<file path="config.mk">
export PLATFORM = sky130hd
export DESIGN_NAME = progress_release
export DESIGN_NICKNAME = d
export VERILOG_FILES = /design/src/rtl/progress_release.sv
export SDC_FILE = /design/constraint.sdc
export NUM_CORES = 1
export LEC_CHECK = 0
export BUFFER_PORTS_ARGS = -buffer_cell sky130_fd_sc_hd__clkbuf_2
export CAP_MARGIN = 20
export CORE_UTILIZATION = 55
export CTS_CLUSTER_SIZE = 8
export DETAILED_ROUTE_END_ITERATION = 10
export PLACE_DENSITY = 0.79
export SLEW_MARGIN = 20
export SYNTH_ARGS = -nofsm -noshare
export SYNTH_HDL_FRONTEND = slang
export SYNTH_SLANG_ARGS = --single-unit
</file>
<file path="constraint.sdc">
create_clock -name clk -period 3.05 [get_ports clk]
set_input_delay 0.1525 -clock clk [delete_from_list [all_inputs] [get_ports clk]]
set_output_delay 0.1525 -clock clk [all_outputs]
set_load 0.01 [all_outputs]
</file>
<file path="src/rtl/progress_release.sv">
module progress_release #(
  parameter int ADDR_W = 32,
  parameter int VAL_W  = 32,
  parameter int STRIDE = 4
) (
  input  logic              clk,
  input  logic              rst_n,
  input  logic              engine_idle,
  input  logic              cmd_valid,
  output logic              cmd_ready,
  input  logic [ADDR_W-1:0] cmd_addr,
  input  logic [VAL_W-1:0]  cmd_value,
  input  logic [1:0]        cmd_flags,
  output logic              wr_valid,
  input  logic              wr_ready,
  output logic [ADDR_W-1:0] wr_addr,
  output logic [VAL_W-1:0]  wr_data,
  input  logic              wr_resp,
  output logic              irq
);
  localparam int TS_W = 2 * VAL_W;

  typedef enum logic [1:0] {S_IDLE, S_WAIT, S_SEND, S_DRAIN} state_t;

  state_t            st;
  logic [ADDR_W-1:0] base;
  logic [VAL_W-1:0]  val;
  logic [1:0]        flg;
  logic [TS_W-1:0]   ts, ts_cap;
  logic [1:0]        widx, rcnt;
  logic [1:0]        nwords;

  assign nwords    = flg[0] ? 2'd3 : 2'd1;
  assign cmd_ready = (st == S_IDLE);
  assign wr_valid  = (st == S_SEND);
  assign wr_addr   = base + ADDR_W'(widx) * ADDR_W'(STRIDE);
  assign wr_data   = (widx == 2'd0) ? val :
                     (widx == 2'd1) ? ts_cap[VAL_W-1:0] : ts_cap[TS_W-1:VAL_W];

  always_ff @(posedge clk) begin
    if (!rst_n) ts <= '0;
    else        ts <= ts + 1'b1;
  end

  always_ff @(posedge clk) begin
    if (!rst_n) begin
      st     <= S_IDLE;
      base   <= '0;
      val    <= '0;
      flg    <= '0;
      ts_cap <= '0;
      widx   <= '0;
      rcnt   <= '0;
      irq    <= 1'b0;
    end else begin
      irq <= 1'b0;
      if (st != S_IDLE && wr_resp) rcnt <= rcnt + 1'b1;
      case (st)
        S_IDLE: if (cmd_valid) begin
          base <= cmd_addr;
          val  <= cmd_value;
          flg  <= cmd_flags;
          widx <= '0;
          rcnt <= '0;
          st   <= S_WAIT;
        end
        S_WAIT: if (engine_idle) begin
          ts_cap <= ts;
          st     <= S_SEND;
        end
        S_SEND: if (wr_ready) begin
          if (widx == nwords - 2'd1) st <= S_DRAIN;
          else                       widx <= widx + 1'b1;
        end
        S_DRAIN: if (wr_resp && rcnt == nwords - 2'd1) begin
          irq <= flg[1];
          st  <= S_IDLE;
        end
        default: st <= S_IDLE;
      endcase
    end
  end


  a_r2_busy_after_accept: assert property (@(posedge clk) disable iff (!rst_n)
    cmd_valid && cmd_ready |=> !cmd_ready);

  a_r3_no_write_when_accepted: assert property (@(posedge clk) disable iff (!rst_n)
    cmd_valid && cmd_ready |=> !wr_valid);

  a_r7_hold_request: assert property (@(posedge clk) disable iff (!rst_n)
    wr_valid && !wr_ready |=> wr_valid && $stable(wr_addr) && $stable(wr_data));

  a_r8_irq_single: assert property (@(posedge clk) disable iff (!rst_n)
    irq |=> !irq);
  a_r8_irq_follows_resp: assert property (@(posedge clk) disable iff (!rst_n)
    irq |-> $past(wr_resp));

  a_r9_ready_with_irq: assert property (@(posedge clk) disable iff (!rst_n)
    irq |-> cmd_ready);
endmodule

</file>
==> Yosys cells after proc, flatten, opt, wreduce, memory -nomap -nowiden <==
Index checks and enable logic that the tools add are counted.
{ "op_classes": {"mux": 16, "n_eq_ne": 12, "reduce_logical": 11, "addsub": 5} }
{ "ops": {"columns": ["cell", "n"], "rows": [
  ["adder 64 x 1 -> 64 bit, second input constant", 1],
  ["two-way mux 32 bit", 2],
  ["adder 32 x 4 -> 32 bit", 1],
  ["two-way mux 2 bit", 12],
  ["!= test 2 bit, second input constant", 4],
  ["case mux 2 bit (4 select lines)", 1],
  ["AND reduction 5 bit", 1],
  ["adder 2 x 1 -> 2 bit, second input constant", 2],
  ["equality test 2 x 1 -> 1 bit, second input constant", 2],
  ["equality test 2 bit", 2],
  ["equality test 2 bit, second input constant", 2],
  ["zero test 2 bit", 2],
  ["!= test 2 x 1 -> 1 bit, second input constant", 2],
  ["case mux 2 bit (2 select lines)", 1],
  ["AND reduction 2 bit", 2],
  ["AND reduction 4 bit", 1],
  ["nonzero test 2 bit", 2],
  ["AND reduction 3 bit", 1],
  ["logical AND 1 bit", 2],
  ["subtractor 2 x 1 -> 2 bit, second input constant", 1]
]} }
{ "word_totals": {"out_inout_bits": 67, "regBits": 201, "wordCells": 53} }

==> Longest topological paths before layout <==
Gate-level depths: netlist (run 1).
{ "logic_depth": {"ltp_word": 6, "ltp_mapped": 8} }

==> Least setup slack after synthesis (run 1) <==
OpenSTA, ideal clock, no wires.
{ "synth_timing": {"kind": "reg2reg", "start": "reg ts[0]", "end": "reg ts[62]", "required_time_ps": 2980, "setup_ps": 70, "t_arrival_ps": 2078, "synth_period_minus_slack_ps": 2149, "path_stages_with_launch": 9, "path_slack_ps": 901, "cell_sequence": "dfxtp_1 > ha_1 > nand4_1 > or3b_1 > buf_6 > nand4bb_4 > buf_6 > or3_1 > a21oi_1"} }
{ "synth_via": {"elab_chain_len": 1} }
{ "synth_lines": {"columns": ["element", "line", "text"], "rows": [
  ["start: declaration", "29", "logic [TS_W-1:0] ts, ts_cap;"],
  ["start signal: assignment", "42", "else ts <= ts + 1'b1;"],
  ["adder 64 x 1 -> 64 bit", "42", null]
]} }
Every way passes these cells.
A chain may end at the register's enable or synchronous reset.

==> Final worst setup path (run 1) <==
{ "layout_timing": {"start": "reg widx[0]", "end": "out wr_addr[18]"} }
{ "layout_via": {"elab_chain_len": 1} }
{ "layout_lines": {"columns": ["element", "line", "text"], "rows": [
  ["start: declaration", "30", "logic [1:0] widx, rcnt;"],
  ["start signal: assignment", "73", "else widx <= widx + 1'b1;"],
  ["adder 32 x 4 -> 32 bit", "36", "assign wr_addr = base + ADDR_W'(widx) * ADDR_W'(STRIDE);"],
  ["end: declaration", "16", "output logic [ADDR_W-1:0] wr_addr,"]
]} }
Every way passes these cells.

==> qor.csv, run 1 <==
stage,metric,value,unit
outcome,outcome,completed,
drt,ant_nets,0,
synthesis,muxShareOfSynthArea,0.0380,
worst_setup_path,r2r_setup_slack,640,ps
global_routing,use_met2,0.502,
synthesis,synth_top_flop_cell,dfxtp_1,
floorplanning,dieArea,0.0168,sq mm
synthesis,synthXorXnorAreaFrac,0.0635,
floorplanning,coreArea,0.0159,sq mm
sta,worst_pin_slew,822,ps
cts,cts_sinks,201,
floorplanning,die_w,130,um
worst_setup_path,rr_worst_depth,6,
worst_setup_path,startpoint_type,register,
synthesis,seq_area_frac_synth,0.449,
sta,period_share,0.940,
worst_setup_path,worstPathRequired,2900,ps
synthesis,ys_seq_elements,201,
worst_setup_path,crit_path_end,wr_addr[18],
drt,vias,8830,
cts,cts_tree,done,
sta,max_clock_freq,0.349,GHz
global_routing,use_met3,0.0500,
worst_setup_path,end_kind,output pin,
synthesis,synth_edf_count,0,
global_routing,overflow,0,
synthesis,synth_top_area_share,0.449,
synthesis,yosys-top-cells-area,"dfxtp_1 (45%), nand2_1 (14%), a21oi_1 (8.8%)",
synthesis,ys_top_cells_by_count,"nand2_1 (333), dfxtp_1 (201), a21oi_1 (158), nor2_1 (58), o21ai_0 (58)",
floorplanning,io_pins,139,
sta,slew_headroom,0.452,
global_routing,grt_busiest_layer,met2,
global_routing,track_usage,0.290,
synthesis,ys.warnings.count,0,
synthesis,post-synth-top-area-cell,dfxtp_1,
run,maxCapViolations,0,
synthesis,synthArstFlopShare,0,
worst_setup_path,critPathKind,reg -> out,
pwr,p_leak,4.17,nW
synthesis,synth_most_common_cell,nand2_1,
worst_setup_path,path_max_fanout,7,
worst_setup_path,reg2reg_to,ts[58]$_SDFF_PN0_,
finish,fin_util,0.708,
synthesis,synth_top_family_by_area,simple AND/OR/NAND/NOR gates,
drt,routed_wl,24800,um
worst_setup_path,worst_r2r_startpoint,ts[0]$_SDFF_PN0_,
sta,rsz0062_at_grt,false,
cts,cts.clk_slew.worst_paths,50,ps
sta,slew_viol_final,0,
drt,drc,0,
drt,first_iter_violations,572,
worst_setup_path,crit_start,widx[0]$_SDFFE_PN0P_,
place,gp_congestion,0.827,
global_routing,grt_max_degree,114,
drt,vias_per_cell,5.67,
floorplanning,num_rows,46,
cts,clockBufferDepth,3,
cts,clock_latency,520,ps
sta,fin_worst_skew,10.1,ps
synthesis,syn_nets,1239,
floorplanning,fp.dieH,130,um
cts,cts_buffers,29,
synthesis,ys_types,42,
finish,final_nets,1423,
global_routing,grt_pass1_vias,8050,
sta,hold_viol,0,
sta,setup-violations-final,0,
global_routing,antenna_found_initial,0,
drt,first_pass_iters,5,
finish,antenna_cells,0,
synthesis,avgSynthCellArea,7.75,sq um
drt,avgRoutedWirePerCell,15.9,um
cts,clock-root-buffer,clkbuf_16,
synthesis,syn_area,0.00896,sq mm
hold_path,hold_path.class,in -> reg,
synthesis,synth-compound-area-share,0.128,
synthesis,synth_simple_gate_area_frac,0.269,
place,numPortBuffers,138,
finish,nFillCells,1186,
global_routing,met1_usage,0.354,
synthesis,netlist_instances,1157,
global_routing,grt_pass1_wl,39000,um
place,hpwl,14700,um
synthesis,synth_fa_ha_area_frac,0.0148,
pwr,powerDensity,635,mW/mm^2
worst_setup_path,crit_arrival,2710,ps
finish,drive_gt1_frac,0.149,
sta,tns,0,ps
sta,min_period,2870,ps
pwr,ir_drop,0.478,mV
floorplanning,start_util,0.564,
cts,post-cts-setup-buffers,0,
finish,syn_to_final_growth,25.6,%
cts,htreeDepth,1,
==> worst max-delay path, cell delays in order (launching register included) <==
cell and delay [ps]:
dfxtp_1 410, ha_1 220, fa_1 220, nand3_1 170, nor4_1 360, buf_4 250, nand2_1 100, xnor2_2 280
clkbuf_2 190
==> per-layer routing <==
metal  vias up  wire length, um
met1      4095            10200
met4         0              820
li1       4250                -
met3        81             1730
met5         -                0
met2       404            12000
==> registers in the layout, indices dropped and copies added (netlist names) <==
signal,flops
rcnt,2
flg,2
ts,64
base,32
val,32
st,2
irq,1
ts_cap,64
widx,2
==> kinds of logic (layout without fill, tap and decap cells) <==
| logic type | Yosys count | count (layout) |
|---|---|---|
| AOI/OAI and AO/OA | 225 | 225 |
| xor gates and xnor gates | 65 | 65 |
| adders and majority gates | 10 | 10 |
| buffers and inverters | 83 | 267 |
| DFF | 201 | 201 |
| muxes | 34 | 34 |
| and+or+nand+nor | 539 | 539 |
==> area by class of cell <==
class	count	area, sq um	share of cell area
Multi-Input combinational cell	873	4620	0.411
Sequential cell	201	4020	0.358
Inverter	13	53.8	0.00478
Clock buffer	30	729	0.0648
Clock inverter	1	8.76	0.000778
Timing Repair Buffer	223	1550	0.137
Tap cell	216	270	0.0240
==> stage by stage <==
stage          hold slack, ps  total power [W]  worst slack, ps  cell area (sq um)  std cells
2_1_floorplan             288          0.00390              901               8960       1157
3_3_place_gp              375          0.00434              759               9840       1459
3_5_place_dp              381          0.00437              662               9840       1459
4_1_cts                  11.9          0.00710              323              11200       1557
5_1_grt                  48.9          0.00744             40.9              11300       1557
6_report                 21.9          0.00715              184              11300       1557
==> cell usage in the layout, fill, tap and decap left out, drive strengths merged, types with 8 or more instances in the layout <==
cell type	instances
buf	18
nor4	9
dlygate4sd3	67
inv	13
clkbuf	168
o21ai	58
nand4	27
nand3	37
dfxtp	201
xor2	32
xnor2	33
mux2i	34
ha	9
and4	8
and3	9
a21oi	158
nor2	58
or3	22
nor3	11
nand2	333
and2	9
==> report_power, final <==
part	leakage, nW	internal, W	switching (W)
sequential	1.63	0.00282	0.000168
combinational	2.18	0.000537	0.000940
clock	0.363	0.00165	0.00102
==> how the worst min path moves through the flow <==
stage           startpoint                    to  slack, ps  cells past startpoint
3_3_place_gp   cmd_addr[1]  base[1]$_SDFFE_PN0P_        370                      3
6_report         cmd_valid    rcnt[0]$_SDFF_PN0_         20                      4
5_1_grt          cmd_valid    rcnt[0]$_SDFF_PN0_         50                      4
4_1_cts          cmd_valid    rcnt[0]$_SDFF_PN0_         10                      4
2_1_floorplan  cmd_addr[0]  base[0]$_SDFFE_PN0P_        290                      2
3_5_place_dp   cmd_addr[1]  base[1]$_SDFFE_PN0P_        380                      3
==> repair_timing <==
item | in CTS | in global routing
hold endpoints to repair | 67 | 0
setup endpoints to repair | 0 | 1
gates resized for setup | 0 | 1
hold buffers | 67 | 0
Note: power is estimated with default switching activity, not from simulation.
==> run 2, diff against run 1 <==
--- a/config.mk
+++ b/config.mk
@@ -7,10 +7,10 @@
 export LEC_CHECK = 0
 export BUFFER_PORTS_ARGS = -buffer_cell sky130_fd_sc_hd__clkbuf_2
 export CAP_MARGIN = 20
-export CORE_UTILIZATION = 55
+export CORE_UTILIZATION = 47
 export CTS_CLUSTER_SIZE = 8
 export DETAILED_ROUTE_END_ITERATION = 10
-export PLACE_DENSITY = 0.79
+export PLACE_DENSITY = 0.69
 export SLEW_MARGIN = 20
 export SYNTH_ARGS = -nofsm -noshare
 export SYNTH_HDL_FRONTEND = slang
==> run 2 against run 1 <==
Against the previous run: critical path type unchanged; non-clock buffer count grew 1; total power down 0.37%; sequential share of layout area is 0.11 points lower; highest routed layer unchanged.
==> qor.csv, run 2 (synthesized netlist as in run 1, its figures left out) <==
stage,metric,value,unit,change
pwr,p_clk_frac,0.380,,+0.005
worst_setup_path,end_kind,output pin,,
finish,layout_commonest_cell,nand2_1,,
sta,setup-violations-final,0,,unchanged
finish,nFillCells,1602,,+35%
finish,layout.cells.non_filler,1577,,+1.3%
floorplanning,io_pins,139,,unchanged
sta,slew_viol_final,0,,unchanged
cts,cts_tree,done,,
finish,drive_gt1_frac,0.149,,-0.000222
sta,max_clock_freq,0.358,GHz,+2.7%
place,dp_slack,516,ps,-146 ps
worst_setup_path,crit_arrival,2640,ps,-70 ps
sta,period_share,0.915,,-0.0249
global_routing,overflow,0,,unchanged
place,numPortBuffers,138,,unchanged
global_routing,grt_busiest_layer,met2,,
cts,clock-root-buffer,clkbuf_16,,
floorplanning,coreArea,0.0187,sq mm,+18%
worst_setup_path,path_buf_inv,2,,unchanged
drt,routed_wl,22800,um,-8.2%
floorplanning,start_util,0.479,,-0.0851
worst_setup_path,critPathKind,reg -> out,,
pwr,p_seq_frac,0.418,,about the same
worst_setup_path,worstPathRequired,2900,ps,about the same
global_routing,use_met2,0.399,,-0.104
finish,antenna_cells,0,,unchanged
outcome,outcome,completed,,
pwr,powerDensity,631,mW/mm^2,-0.67%
global_routing,grt_max_degree,123,,+7.9%
sta,min_period,2790,ps,-75.8 ps
place,gp_congestion,0.850,,+2.7%
drt,ant_nets,0,,unchanged
finish,top_regs,"ts (64), ts_cap (64)",,
sta,rsz0062_at_grt,false,,
worst_setup_path,slowest_stage,dfxtp_1,,
drt,drc,0,,unchanged
global_routing,grt_pass1_wl,37300,um,-4.3%
cts,cts.clk_slew.worst_paths,50,ps,about the same
floorplanning,dieArea,0.0196,sq mm,+17%
hold_path,hold_path.class,in -> reg,,
drt,avgRoutedWirePerCell,14.4,um,-9.4%
floorplanning,num_rows,50,,+8.7%
pwr,switching_share,0.295,,-0.00346
sta,fin_worst_skew,16.3,ps,+6.28 ps
finish,finalInstanceArea,0.0113,sq mm,+0.30%
pwr,power,0.00712,W,-0.37%
cts,cts_buffers,29,,unchanged
pwr,p_switching,0.00210,W,-1.5%
global_routing,track_usage,0.230,,-0.0606
global_routing,use_met3,0.0304,,-0.0195
drt,first_iter_violations,548,,-4.2%
sta,layout_setup_ws,260,ps,+75.8 ps
worst_setup_path,startpoint_type,register,,
sta,worst_pin_slew,932,ps,+110 ps
pwr,combPwrFrac,0.202,,-0.005
sta,hold_viol,0,,unchanged
cts,cts_sinks,201,,unchanged
place,dp_cells,1477,,+1.2%
run,maxCapViolations,0,,unchanged
global_routing,grt_pass1_vias,7661,,-4.8%
sta,tns,0,ps,unchanged
drt,vias,8318,,-5.8%
floorplanning,fp.dieH,140,um,+8.1%
drt,vias_per_cell,5.27,,-7.0%
drt,first_pass_iters,5,,unchanged
finish,final_cell_mix,"nand2_1 (331), dfxtp_1 (201), a21oi_1 (158)",,
finish,multi_input_area,0.00461,sq mm,-0.16%
worst_setup_path,path_max_fanout,7,,unchanged
place,dpl_cell_area,0.00986,sq mm,+0.23%
cts,clock_latency,520,ps,about the same
finish,regArea,0.00402,sq mm,unchanged
floorplanning,die_w,140,um,+8.1%
pwr,p_leak,4.17,nW,about the same
worst_setup_path,cpPeakStageDelay,420,ps,about the same
finish,syn_to_final_growth,25.9,%,
cts,clockBufferDepth,3,,unchanged
global_routing,antenna_found_initial,0,,unchanged
global_routing,met1_usage,0.300,,-0.0533
pwr,intPower,0.00502,W,+0.12%
place,hpwl,14900,um,+1.6%
cts,htreeDepth,1,,unchanged
cts,post-cts-setup-buffers,0,,unchanged
finish,final_nets,1424,,+0.070%
worst_setup_path,critPathTopFamily,simple AND/OR/NAND/NOR gates,,
worst_setup_path,worstPathCellList,ha_1 -> fa_1 -> nand3_1 -> nor4_1 -> buf_4 -> nand2_1 -> xnor2_1 -> clkbuf_2,,
sta,slew_headroom,0.379,,-0.0731
pwr,ir_drop,0.330,mV,-31%
run 2: cell type report:
type / instances / area share
sequential: 201 / 0.356
clock buffer: 30 / 0.0646
multi-input combinational: 873 / 0.409
tap: 234 / 0.0259
clock inverter: 2 / 0.00155
timing repair buffer: 224 / 0.138
inverter: 13 / 0.00477
run 2: what timing repair did:
item	CTS	global route
resized for setup	0	0
hold buffers	68	0
hold endpoints to repair	68	0
run 2: layer usage:
metal,part of all wire,up-vias
met2,0.48,192
li1,-,4265
met5,0,-
met1,0.46,3824
met4,0.016,0
met3,0.046,37
run 2: power by group through the flow:
stage	Combinational, W	Sequential [W]	Clock, W
2_1_floorplan	0.000910	0.00299	0
3_3_place_gp	0.00134	0.00301	0
3_5_place_dp	0.00136	0.00302	0
4_1_cts	0.00143	0.00297	0.00275
5_1_grt	0.00159	0.00300	0.00286
6_report	0.00144	0.00298	0.00270
run 2: worst paths after layout:
check	start	to	slack, ps	depth (start not counted)
min	rst_n	widx[0]$_SDFFE_PN0P_	120	2
max	widx[0]$_SDFFE_PN0P_	wr_addr[18]	260	8
max reg2reg	ts[15]$_SDFF_PN0_	ts[47]$_SDFF_PN0_	490	6
min reg2reg	ts_cap[62]$_SDFFE_PN0P_	ts_cap[62]$_SDFFE_PN0P_	450	2
run 2: metrics by stage:
step                      hold WS (ps)  utilization
after floorplan                    288            -
after global placement             375        0.527
after detailed placement           381        0.527
after CTS                          121        0.603
after global routing               141        0.603
final                              119        0.603
==> run 3, diff against run 2 <==
--- a/config.mk
+++ b/config.mk
@@ -8,6 +8,7 @@
 export BUFFER_PORTS_ARGS = -buffer_cell sky130_fd_sc_hd__clkbuf_2
 export CAP_MARGIN = 20
 export CORE_UTILIZATION = 47
+export CTS_BUF_LIST = sky130_fd_sc_hd__clkbuf_4 sky130_fd_sc_hd__clkbuf_8
 export CTS_CLUSTER_SIZE = 8
 export DETAILED_ROUTE_END_ITERATION = 10
 export PLACE_DENSITY = 0.69
==> run 3 against run 2 <==
Against the previous run: clock skew is 3.8 ps higher; critical endpoint is now wr_addr[20]; critical path type unchanged; sequential power about the same; register-to-register slack better by 20 ps.
==> qor.csv, run 3 (synthesized netlist as in run 1, its figures left out) <==
stage,metric,value,unit,change
global_routing,met1_usage,0.293,,-0.00725
sta,fin_worst_skew,20.1,ps,+3.75 ps
finish,regArea,0.00402,sq mm,unchanged
drt,ant_nets,0,,unchanged
global_routing,use_met2,0.388,,-0.0105
sta,hold_viol,0,,unchanged
finish,syn_to_final_growth,24.2,%,
finish,drive_gt1_frac,0.158,,+0.00952
global_routing,track_usage,0.226,,-0.00359
floorplanning,dieArea,0.0196,sq mm,unchanged
floorplanning,die_w,140,um,unchanged
global_routing,grt_busiest_layer,met2,,
cts,clock-root-buffer,clkbuf_8,,
drt,avgRoutedWirePerCell,14.1,um,-2.5%
cts,clockBufferDepth,3,,unchanged
finish,antenna_cells,0,,unchanged
place,dpl_cell_area,0.00986,sq mm,unchanged
worst_setup_path,worstPathRequired,2900,ps,about the same
worst_setup_path,r2r_setup_slack,510,ps,+20 ps
cts,clock_latency,550,ps,+30 ps
sta,setup-violations-final,0,,unchanged
pwr,p_leak,4.11,nW,-1.3%
sta,min_period,2730,ps,-55.7 ps
cts,post-cts-setup-buffers,0,,unchanged
finish,nFillCells,1615,,+0.81%
finish,top_regs,"ts (64), ts_cap (64)",,
worst_setup_path,crit_arrival,2580,ps,-60 ps
worst_setup_path,path_max_fanout,7,,unchanged
sta,max_clock_freq,0.366,GHz,+2.0%
cts,cts_sinks,201,,unchanged
sta,period_share,0.897,,-0.0183
drt,drc,0,,unchanged
sta,slew_viol_final,0,,unchanged
sta,slew_headroom,0.400,,+0.0210
place,hpwl,14900,um,unchanged
finish,multi_input_area,0.00461,sq mm,unchanged
worst_setup_path,worst_r2r_startpoint,ts[15]$_SDFF_PN0_,,
drt,vias,8278,,-0.48%
hold_path,hp-start,rst_n,,
global_routing,grt_pass1_vias,7703,,+0.55%
sta,rsz0062_at_grt,false,,
drt,first_iter_violations,466,,-15%
sta,worst_pin_slew,900,ps,-31.6 ps
cts,cts_tree,done,,
cts,htreeDepth,1,,unchanged
place,gp_congestion,0.850,,unchanged
global_routing,overflow,0,,unchanged
place,numPortBuffers,138,,unchanged
sta,holdWs,88.1,ps,-30.8 ps
worst_setup_path,critPathKind,reg -> out,,
floorplanning,io_pins,139,,unchanged
finish,layout_commonest_cell,nand2_1,,
cts,ctsHoldBuffers,68,,unchanged
drt,vias_per_cell,5.20,,-1.4%
cts,cts_buffers,31,,+6.9%
finish,fin_util,0.595,,-0.00843
worst_setup_path,rr_worst_depth,6,,unchanged
sta,tns,0,ps,unchanged
drt,first_pass_iters,5,,unchanged
floorplanning,start_util,0.479,,unchanged
worst_setup_path,startpoint_type,register,,
worst_setup_path,end_kind,output pin,,
finish,final_nets,1426,,+0.14%
pwr,powerDensity,592,mW/mm^2,-6.2%
outcome,outcome,completed,,
drt,routed_wl,22400,um,-1.7%
pwr,ir_drop,0.294,mV,-11%
global_routing,grt_max_degree,123,,unchanged
hold_path,hold_path.class,in -> reg,,
run,maxCapViolations,0,,unchanged
floorplanning,fp.dieH,140,um,unchanged
cts,cts.clk_slew.worst_paths,60,ps,about the same
global_routing,antenna_found_initial,0,,unchanged
worst_setup_path,crit_start,widx[0]$_SDFFE_PN0P_,,
global_routing,use_met3,0.0315,,+0.00103
finish,final_cell_mix,"nand2_1 (331), dfxtp_1 (201), a21oi_1 (158)",,
cts,cts_resized,0,,unchanged
hold_path,hold_depth,2,,unchanged
global_routing,grt_pass1_wl,36900,um,-1.1%
finish,finalInstanceArea,0.0111,sq mm,-1.4%
floorplanning,num_rows,50,,unchanged
floorplanning,coreArea,0.0187,sq mm,unchanged
run 3: cell types whose count changed in the layout (fill, tap and decap cells not counted):
cell	change
clkbuf_8	+39
inv_6	-1
clkbuf_1	-1
clkbuf_16	-29
clkinv_4	-1
clkbuf_4	+7
run 3: per-layer routing:
layer,vias to the layer above,routed length [um]
li1,4269,-
met1,3771,10300
met2,194,10500
met3,44,1040
met4,0,508
met5,-,0
run 3: where the power goes:
| part | switching (W) | total (W) | internal [W] |
|---|---|---|---|
| Combinational | 0.000899 | 0.00143 | 0.000536 |
| Clock | 0.000976 | 0.00218 | 0.00121 |
| Sequential | 0.000152 | 0.00297 | 0.00282 |
run 3: worst max-delay path, cell delays in order (launching register included):
cell and delay (ps):
dfxtp_1 420, ha_1 230, fa_1 220, nand3_1 200, nor4_1 280, buf_4 220, nand4_1 120, xnor2_1 180
clkbuf_2 160
run 3: stage by stage:
stage,setup WS (ps),total power [W],cells
after CTS,296,0.00662,1591
after detailed placement,516,0.00438,1477
after floorplan,901,0.00390,1157
final,316,0.00659,1591
after global placement,619,0.00435,1477
after global routing,126,0.00693,1591
run 3: layout make-up:
cell class	instances	share of cell area
Tap cell	234	0.0263
Timing Repair Buffer	224	0.140
Multi-Input combinational cell	873	0.415
Clock buffer	46	0.0529
Sequential cell	201	0.362
Inverter	13	0.00483
run 3: worst paths after layout:
path / endpoint
setup / recovery: wr_addr[20]
hold / removal: widx[0]$_SDFFE_PN0P_
hold reg to reg: ts_cap[16]$_SDFFE_PN0P_
setup reg to reg: ts[47]$_SDFF_PN0_
